## src/rtl/spd_pkg.sv

```systemverilog
package spd_pkg;

  typedef enum logic [1:0] {
    ST_RUN    = 2'd0,
    ST_SLEEP  = 2'd1,
    ST_STBY   = 2'd2,
    ST_SETTLE = 2'd3
  } pstate_t;

  localparam logic [1:0] SEL_STBY = 2'd0;
  localparam logic [1:0] SEL_WCTL = 2'd1;
  localparam logic [1:0] SEL_WCNT = 2'd2;

  // Prescale select to (divider - 1), the terminal count of the prescaler.
  function automatic logic [11:0] cks_term(input logic [2:0] cks);
    case (cks)
      3'd0:    return 12'd0;
      3'd1:    return 12'd3;
      3'd2:    return 12'd15;
      3'd3:    return 12'd31;
      3'd4:    return 12'd63;
      3'd5:    return 12'd255;
      3'd6:    return 12'd1023;
      default: return 12'd4095;
    endcase
  endfunction

  // Two-pin power code {STATUS1, STATUS0}.
  function automatic logic [1:0] state_code(input pstate_t s);
    case (s)
      ST_RUN:   return 2'b00;
      ST_SLEEP: return 2'b10;
      default:  return 2'b01;
    endcase
  endfunction

endpackage

```

## src/rtl/spd_regs.sv

```systemverilog
module spd_regs #(
  parameter int DW    = 8,
  parameter int CNT_W = 8
) (
  input  logic             clk,
  input  logic             rst_n,
  input  logic             wr_en,
  input  logic [1:0]       sel,
  input  logic [DW-1:0]    wdata,
  input  logic             wr_allow,
  output logic             stby_bit,
  output logic             wdt_en,
  output logic [2:0]       cks,
  output logic             cnt_ld,
  output logic [CNT_W-1:0] cnt_ld_val
);
  import spd_pkg::*;

  localparam int EN_POS = DW - 1;

  logic wr_ok;
  assign wr_ok      = wr_en && wr_allow;
  assign cnt_ld     = wr_ok && (sel == SEL_WCNT);
  assign cnt_ld_val = wdata[CNT_W-1:0];

  always_ff @(posedge clk or negedge rst_n) begin
    if (!rst_n) begin
      stby_bit <= 1'b0;
      wdt_en   <= 1'b0;
      cks      <= 3'd0;
    end else if (wr_ok) begin
      if (sel == SEL_STBY) stby_bit <= wdata[0];
      if (sel == SEL_WCTL) begin
        wdt_en <= wdata[EN_POS];
        cks    <= wdata[2:0];
      end
    end
  end

endmodule

```

## src/rtl/spd_wdt.sv

```systemverilog
module spd_wdt #(
  parameter int CNT_W = 8,
  parameter int PS_W  = 12
) (
  input  logic             clk,
  input  logic             rst_n,
  input  logic [2:0]       cks,
  input  logic             count_en,
  input  logic             ld,
  input  logic [CNT_W-1:0] ld_val,
  output logic             wrap
);
  import spd_pkg::*;

  localparam logic [CNT_W-1:0] CNT_TOP = {CNT_W{1'b1}};

  logic [PS_W-1:0]  ps_q;
  logic [CNT_W-1:0] cnt_q;
  logic [PS_W-1:0]  term;
  logic             tick;

  assign term = PS_W'(cks_term(cks));
  assign tick = count_en && (ps_q >= term);
  assign wrap = tick && !ld && (cnt_q == CNT_TOP);

  always_ff @(posedge clk or negedge rst_n) begin
    if (!rst_n) begin
      ps_q  <= '0;
      cnt_q <= '0;
    end else begin
      if (!count_en || tick) ps_q <= '0;
      else                   ps_q <= ps_q + 1'b1;
      if (ld)        cnt_q <= ld_val;
      else if (tick) cnt_q <= cnt_q + 1'b1;
    end
  end

endmodule

```

## src/rtl/spd_fsm.sv

```systemverilog
module spd_fsm (
  input  logic             clk,
  input  logic             rst_n,
  input  logic             sleep_strobe,
  input  logic             wake_req,
  input  logic             stby_bit,
  input  logic             wrap,
  output spd_pkg::pstate_t state,
  output logic             settle_done,
  output logic             init_pulse,
  output logic             ovf_pulse
);
  import spd_pkg::*;

  pstate_t nxt;
  logic    go_stby;

  assign go_stby     = (state == ST_RUN) && sleep_strobe && stby_bit;
  assign settle_done = (state == ST_SETTLE) && wrap;

  always_comb begin
    nxt = state;
    case (state)
      ST_RUN:    if (sleep_strobe) nxt = stby_bit ? ST_STBY : ST_SLEEP;
      ST_SLEEP:  if (wake_req)     nxt = ST_RUN;
      ST_STBY:   if (wake_req)     nxt = ST_SETTLE;
      ST_SETTLE: if (wrap)         nxt = ST_RUN;
      default:                     nxt = ST_RUN;
    endcase
  end

  always_ff @(posedge clk or negedge rst_n) begin
    if (!rst_n) begin
      state      <= ST_RUN;
      init_pulse <= 1'b0;
      ovf_pulse  <= 1'b0;
    end else begin
      state      <= nxt;
      init_pulse <= go_stby;
      ovf_pulse  <= wrap && ((state == ST_RUN) || (state == ST_SLEEP));
    end
  end

endmodule

```

## src/rtl/stby_pwr_ctrl.sv

```systemverilog
module stby_pwr_ctrl #(
  parameter int DW    = 8,
  parameter int CNT_W = 8,
  parameter int PS_W  = 12
) (
  input  logic          clk,
  input  logic          rst_n,
  input  logic          reg_wr_en,
  input  logic [1:0]    reg_sel,
  input  logic [DW-1:0] reg_wdata,
  input  logic          sleep_strobe,
  input  logic          wake_req,
  output logic          clk_en,
  output logic [1:0]    status_pins,
  output logic          tmr_start_clr,
  output logic          adc_init,
  output logic          wdt_ovf
);
  import spd_pkg::*;

  pstate_t          state;
  logic [1:0]       state_bits;
  logic             awake;
  logic             stby_bit;
  logic             wdt_en;
  logic [2:0]       cks;
  logic             cnt_ld;
  logic [CNT_W-1:0] cnt_ld_val;
  logic             count_en;
  logic             wrap;
  logic             settle_done;
  logic             init_pulse;

  assign state_bits = state;
  assign awake      = (state == ST_RUN) || (state == ST_SLEEP);
  assign count_en   = (wdt_en && awake) || (state == ST_SETTLE);

  spd_regs #(.DW(DW), .CNT_W(CNT_W)) u_regs (
    .clk(clk), .rst_n(rst_n), .wr_en(reg_wr_en), .sel(reg_sel),
    .wdata(reg_wdata), .wr_allow(awake), .stby_bit(stby_bit),
    .wdt_en(wdt_en), .cks(cks), .cnt_ld(cnt_ld), .cnt_ld_val(cnt_ld_val)
  );

  spd_wdt #(.CNT_W(CNT_W), .PS_W(PS_W)) u_wdt (
    .clk(clk), .rst_n(rst_n), .cks(cks), .count_en(count_en),
    .ld(cnt_ld), .ld_val(cnt_ld_val), .wrap(wrap)
  );

  spd_fsm u_fsm (
    .clk(clk), .rst_n(rst_n), .sleep_strobe(sleep_strobe),
    .wake_req(wake_req), .stby_bit(stby_bit), .wrap(wrap),
    .state(state), .settle_done(settle_done),
    .init_pulse(init_pulse), .ovf_pulse(wdt_ovf)
  );

  assign clk_en        = (state == ST_RUN);
  assign status_pins   = state_code(state);
  assign tmr_start_clr = init_pulse;
  assign adc_init      = init_pulse;

endmodule

```

## config.mk

```make
export PLATFORM = sky130hd
export DESIGN_NAME = stby_pwr_ctrl
export DESIGN_NICKNAME = d
export VERILOG_FILES = /design/src/rtl/spd_pkg.sv /design/src/rtl/spd_regs.sv /design/src/rtl/spd_wdt.sv /design/src/rtl/spd_fsm.sv /design/src/rtl/stby_pwr_ctrl.sv
export SDC_FILE = /design/constraint.sdc
export NUM_CORES = 1
export LEC_CHECK = 0
export ABC_AREA = 1
export BUFFER_PORTS_ARGS = -buffer_cell sky130_fd_sc_hd__buf_2
export CAP_MARGIN = 20
export CORE_MARGIN = 2
export CORE_UTILIZATION = 35
export CTS_CLUSTER_SIZE = 8
export DETAILED_ROUTE_END_ITERATION = 10
export MAX_ROUTING_LAYER = met4
export PLACE_DENSITY_LB_ADDON = 0.25
export SLEW_MARGIN = 5
export SYNTH_ARGS = -nofsm -noshare
export SYNTH_HDL_FRONTEND = slang
export SYNTH_SLANG_ARGS = --single-unit
```

## constraint.sdc

```tcl
create_clock -name clk -period 2.7 [get_ports clk]
set_clock_uncertainty 0.2 [all_clocks]
set_input_delay 0.54 -clock clk [delete_from_list [all_inputs] [get_ports clk]]
set_output_delay 0.54 -clock clk [all_outputs]
set_load 0.01 [all_outputs]
```

After elaboration in Yosys (flattened, before gate mapping) --
Index checks and enable logic that the tools add are counted.
Operators by class: add/subtract/negate cells 2, $lt $le $gt $ge 1, equality and inequality tests 16, muxes and demuxes 11, reduce and logical (&&, ||, !) cells 21
Operators with widths (number):
- $pmux 12 s7 | 1
- $mux 8 | 2
- $add 12x1->12 const B | 1
- $ge 12x12->1 | 1
- $mux 12 | 1
- $mux 2 | 5
- $eq 3x3->1 const B | 3
- $logic_and 1x1->1 | 9
- $add 8x1->8 const B | 1
- $eq 8x8->1 const B | 1
- $pmux 2 s4 | 1
- $eq 2x2->1 const B | 3
- $eq 3x2->1 const B | 2
- $ne 2x2->1 const B | 3
- $eq 2x1->1 const B | 2
- $logic_not 2->1 | 2
- $pmux 2 s2 | 1
- $reduce_and 2->1 | 2
- $reduce_and 4->1 | 1
- $eq 3x1->1 const B | 1
- $logic_not 3->1 | 1
- $logic_or 1x1->1 | 3
- $logic_not 1->1 | 2
- $ne 2x1->1 const B | 1
- $reduce_bool 2->1 | 1
Storage, ports and cells: register bits after elaboration 29, input bits 15, output and inout port bits 6, logic and storage cells 59

Depth between registers and ports, before layout --
depth in word-level cells 9, mapped depth 13, gate-level depth less buffers 13

Modules after synthesis --
Synthesis repeated with hierarchy kept, for this count alone.
Second synthesis, totals: cell total of the unflattened synthesis 259, area, all modules 1935.6 um^2
By module, submodules not included:
- spd_wdt | times used 1, cells an instance 183, area each 1377.6 um^2, seq. area each 500.5 um^2
- spd_regs | times used 1, cells an instance 37, area each 291.5 um^2, seq. area each 125.1 um^2
- spd_fsm | times used 1, cells an instance 30, area each 229.0 um^2, seq. area each 100.1 um^2
- stby_pwr_ctrl | times used 1, cells an instance 9, area each 37.5 um^2, seq. area each 0.0 um^2

Least setup slack after synthesis --
No wires, ideal clock.
path kind register -> register, start point register u_regs.cks[2], end point register u_fsm.state[0], setup time 117 ps, data arrival time 1802 ps, data required time 2383 ps, setup slack 582 ps, cell stages (with the launch flop) 14, path buffers 0, clock period less this slack 2118 ps, path through dfrtp_1 > nand3_1 > ha_1 > nand2_1 > nor2_2 > nand3_1 > nor2_1 > nand3_1 > nand3_2 > nand4_1 > nand2_2 > nand2_1 > nand2_1 > nand2_1
Between the ends: word-level cells in the longest chain between the ends 8, elaborated cells on any way between the ends 14, classes of those cells 1 x order compare; 7 x eq/ne; 1 x mux; 5 x reduce/logical
RTL lines:
- start, declared | line spd_regs.sv:13 | output logic [2:0] cks,
- start signal, assigned | line spd_regs.sv:35 | cks <= wdata[2:0];
- $eq 3x3->1 (tied with other cells) | line spd_pkg.sv:16 | case (cks)
- $pmux 12 s7 * | line spd_pkg.sv:16
- $ge 12x12->1 * | line spd_wdt.sv:23 | assign tick = count_en && (ps_q >= term);
- $logic_and 1x1->1 * | line spd_wdt.sv:23
- $logic_and 1x1->1 * (2 in series) | line spd_wdt.sv:24 | assign wrap = tick && !ld && (cnt_q == CNT_TOP);
- $ne 2x1->1 (no source line) *
- $reduce_and 4->1 (no source line) *
- end signal, assigned | line spd_fsm.sv:38 | state <= nxt;
- end, declared | line spd_fsm.sv:8 | output spd_pkg::pstate_t state,
Every way passes the cells marked *; elsewhere a longest branch is shown, timed or not. A chain may end at the register's enable or synchronous reset.

Worst setup path after layout --
start point register u_regs.cks[1], end point register u_wdt.ps_q[11]
Between the ends: word-level cells in the longest chain between the ends 6, elaborated cells on any way between the ends 12, classes of those cells 1 x order compare; 6 x eq/ne; 2 x mux; 3 x reduce/logical
RTL lines:
- $eq 3x3->1 (tied with other cells) | line spd_pkg.sv:16
- $pmux 12 s7 * | line spd_pkg.sv:16
- $ge 12x12->1 * | line spd_wdt.sv:23
- $logic_and 1x1->1 * | line spd_wdt.sv:23
- $logic_or 1x1->1 * | line spd_wdt.sv:31 | if (!count_en || tick) ps_q <= '0;
- $mux 12 * | line spd_wdt.sv:31
- end signal, assigned | line spd_wdt.sv:32 | else ps_q <= ps_q + 1'b1;
- end, declared | line spd_wdt.sv:17 | logic [PS_W-1:0] ps_q;
Marked as above.

==> metrics <==
DIE AREA around 6000 sq um; Final Hold Slack 0.08862 ns; GRT Total Usage 0.1349; CTS root buf clkbuf_8; max frequency 421.1 MHz; Final Cycle Share 0.8795; final hold vios 0; Pleak between 1 and 1.5 nW; Core Footprint about 5100 sq um; H-tree lvl count 2; DRC viols 0; RSZ-0062 raised after global routing no; worst-margin pin slew 0.6583 ns; maximum VDD drop 0.4860 mV; drt via density 4.592; Sink Count 29; Remaining Overflow, GRT 0; post_cts resized 0; outcome complete, no violations; Setup TNS Final 0 ns; synth top area cells dfrtp_1 (39%), nand2_1 (9.2%), ha_1 (8.0%), inv_1 (6.0%), nor2_1 (5.2%); GPL Wtd Cong 0.7384; setup violators final 0; Syn Nets 258; Setup crit start kind flop; Required @ worst endpoint 2.69 ns; synthesis warning total 0; first-pass GRT wire length 6389 um; vias in the first global route approximately 1400; detailed-route wire length 3507 um; mux cell area share after synthesis 0.005984; CP startpoint u_regs.cks[1]; mean area per synthesized cell just over 8 sq um; initial antenna violation count 0; CTS tree yes; area added between synthesis and finish 13.23%; Power Density 821.3 nW/um^2; Clock Tree Buf Depth 2; die height 77.33 um; final net count 282; Via Count 1497; most common cell after layout, fill and taps aside nand2_1; Final min period 2.375 ns; final HPWL from detailed placement around 2600 um; post-synth top area cell dfrtp_1; Slew HR 0.5611; ANT cells 0; Synth Area in Compound Gates 0.1011; Setup Buffers After CTS 0; Post-Synth Simple-Gate Area 0.3125; io pins 21; clk_lat worst skew roughly 0.28 ns; # port buffers 20; Cell Area, Synth 1882 sq um; RR Startpoint u_regs.cks[1]; synthesized flop and latch total 29; post-route ant nets 0; count of pins over their slew limit 0; largest net degree at the start of global routing 30; DR pass1 iterations 4; # rows 26; CP max FO 12; starting density of the core 0.3661; number of distinct library cells after synthesis 35; Post-Syn Instances 231; Fillers between 500 and 600; CP Class reg2reg; most frequent cells in the layout nand2_1 (46), inv_1 (30), dfrtp_1 (29); Post-CTS Hold Fix Bufs 0; CTS Buf Count 5; Crit. End Element flop; worst min path class in2async; overall power 0.001750 W; clock slew at reported path FFs 0.07 ns; share of the synthesized area in the top cell type 0.3856; post-synthesis sequential area ratio 0.3856; Synth Area in Adders 0.07979; largest family of logic cells by synthesized area simple AND/OR/NAND/NOR gates; share of layout cells above drive strength 1 0.2109; worst path arrival time 2.36 ns; Post-Synth XOR/XNOR Area 0.03723; WL/cell 10.76 um; Die X-Extent 77.33 um; initial DRC count between 60 and 70; max-cap violation count 0
==> metrics by stage <==
| step | worst slack (ns) | cell area, sq um | instances | util |
|---|---|---|---|---|
| 6_report | 0.3255 | 2131 | 326 | 0.4146 |
| 5_1_grt | 0.1005 | 2131 | 326 | 0.4146 |
| 4_1_cts | 0.2638 | 2131 | 326 | 0.4146 |
| 3_5_place_dp | 0.2965 | 2051 | 318 | 0.3990 |
| 3_3_place_gp | 0.3598 | 2051 | 318 | 0.3990 |
| 2_1_floorplan | 0.5819 | 1882 | 231 | - |
==> worst paths after layout <==
check / depth (start not counted) / slack (ns) / to
hold reg to reg: 1 / 0.30 / u_wdt.ps_q[0]
setup reg to reg: 9 / 0.33 / u_wdt.ps_q[11]
max in group asynchronous: 1 / 1.78 / u_fsm.state[1]
hold / removal: 1 / 0.09 / u_wdt.cnt_q[3]
min in group clk: 3 / 0.27 / u_wdt.cnt_q[5]
setup / recovery: 9 / 0.33 / u_wdt.ps_q[11]
==> registers in the layout, summed over array words and instances, names as in the netlist <==
signal	count
u_wdt.ps_q	12
u_wdt.cnt_q	8
u_regs.cks	3
u_fsm.state	2
u_fsm.init_pulse	1
u_fsm.ovf_pulse	1
u_regs.stby_bit	1
u_regs.wdt_en	1
==> power breakdown <==
group	switching, W	leakage, nW	total [W]	internal, W
Clock	0.000159	0.0395	0.000342	0.000183
Combinational	0.000439	0.657	0.000710	0.000271
Sequential	0.000135	0.377	0.000698	0.000563
Total	0.000733	1.07	0.00175	0.00102
==> cell families (layout without fill, tap and decap cells) <==
kind of cell | after synthesis | in the layout
mux | 1 | 1
fa+ha+maj | 12 | 12
simple gates | 117 | 117
flops | 29 | 29
buf+inv | 36 | 61
xor+xnor | 8 | 8
compound gates | 28 | 28
==> worst max-delay path, stage by stage (launching register included) <==
cell      delay (ns)
dfrtp_1         0.44
nor3_1          0.26
ha_1            0.29
inv_1           0.06
nor2_1          0.03
o21bai_1        0.12
nand2_1         0.06
nand3_1         0.13
nand4_2         0.38
nor3b_1         0.31
==> cell type report <==
type | instances | area [sq um] | share of cell area
Tap cell | 70 | 87.58 | 0.04110
Inverter | 32 | 120.1 | 0.05637
Clock buffer | 8 | 80.08 | 0.03758
Timing Repair Buffer | 21 | 107.6 | 0.05050
Multi-Input combinational cell | 166 | 1010 | 0.4739
Sequential cell | 29 | 725.7 | 0.3406
==> cell usage after synthesis, drive strengths merged <==
master,instances
xor2,7
nand4,3
o211ai,4
nor2,29
nor3b,5
xnor2,1
mux2,1
a31oi,2
a211oi,1
buf,2
nand3,18
clkbuf,2
nand2,53
o21bai,1
dfrtp,29
nor3,8
ha,12
o21ai,12
inv,32
nand3b,1
a21oi,8
==> metal layers <==
metal  wire length (um)  track usage  share of wire
met5                  0            -              0
met4                 40      0.04286          0.011
met3                105      0.03176          0.030
met2               1571       0.2052           0.45
met1               1790       0.1780           0.51
(Power assumes the default switching activity.)
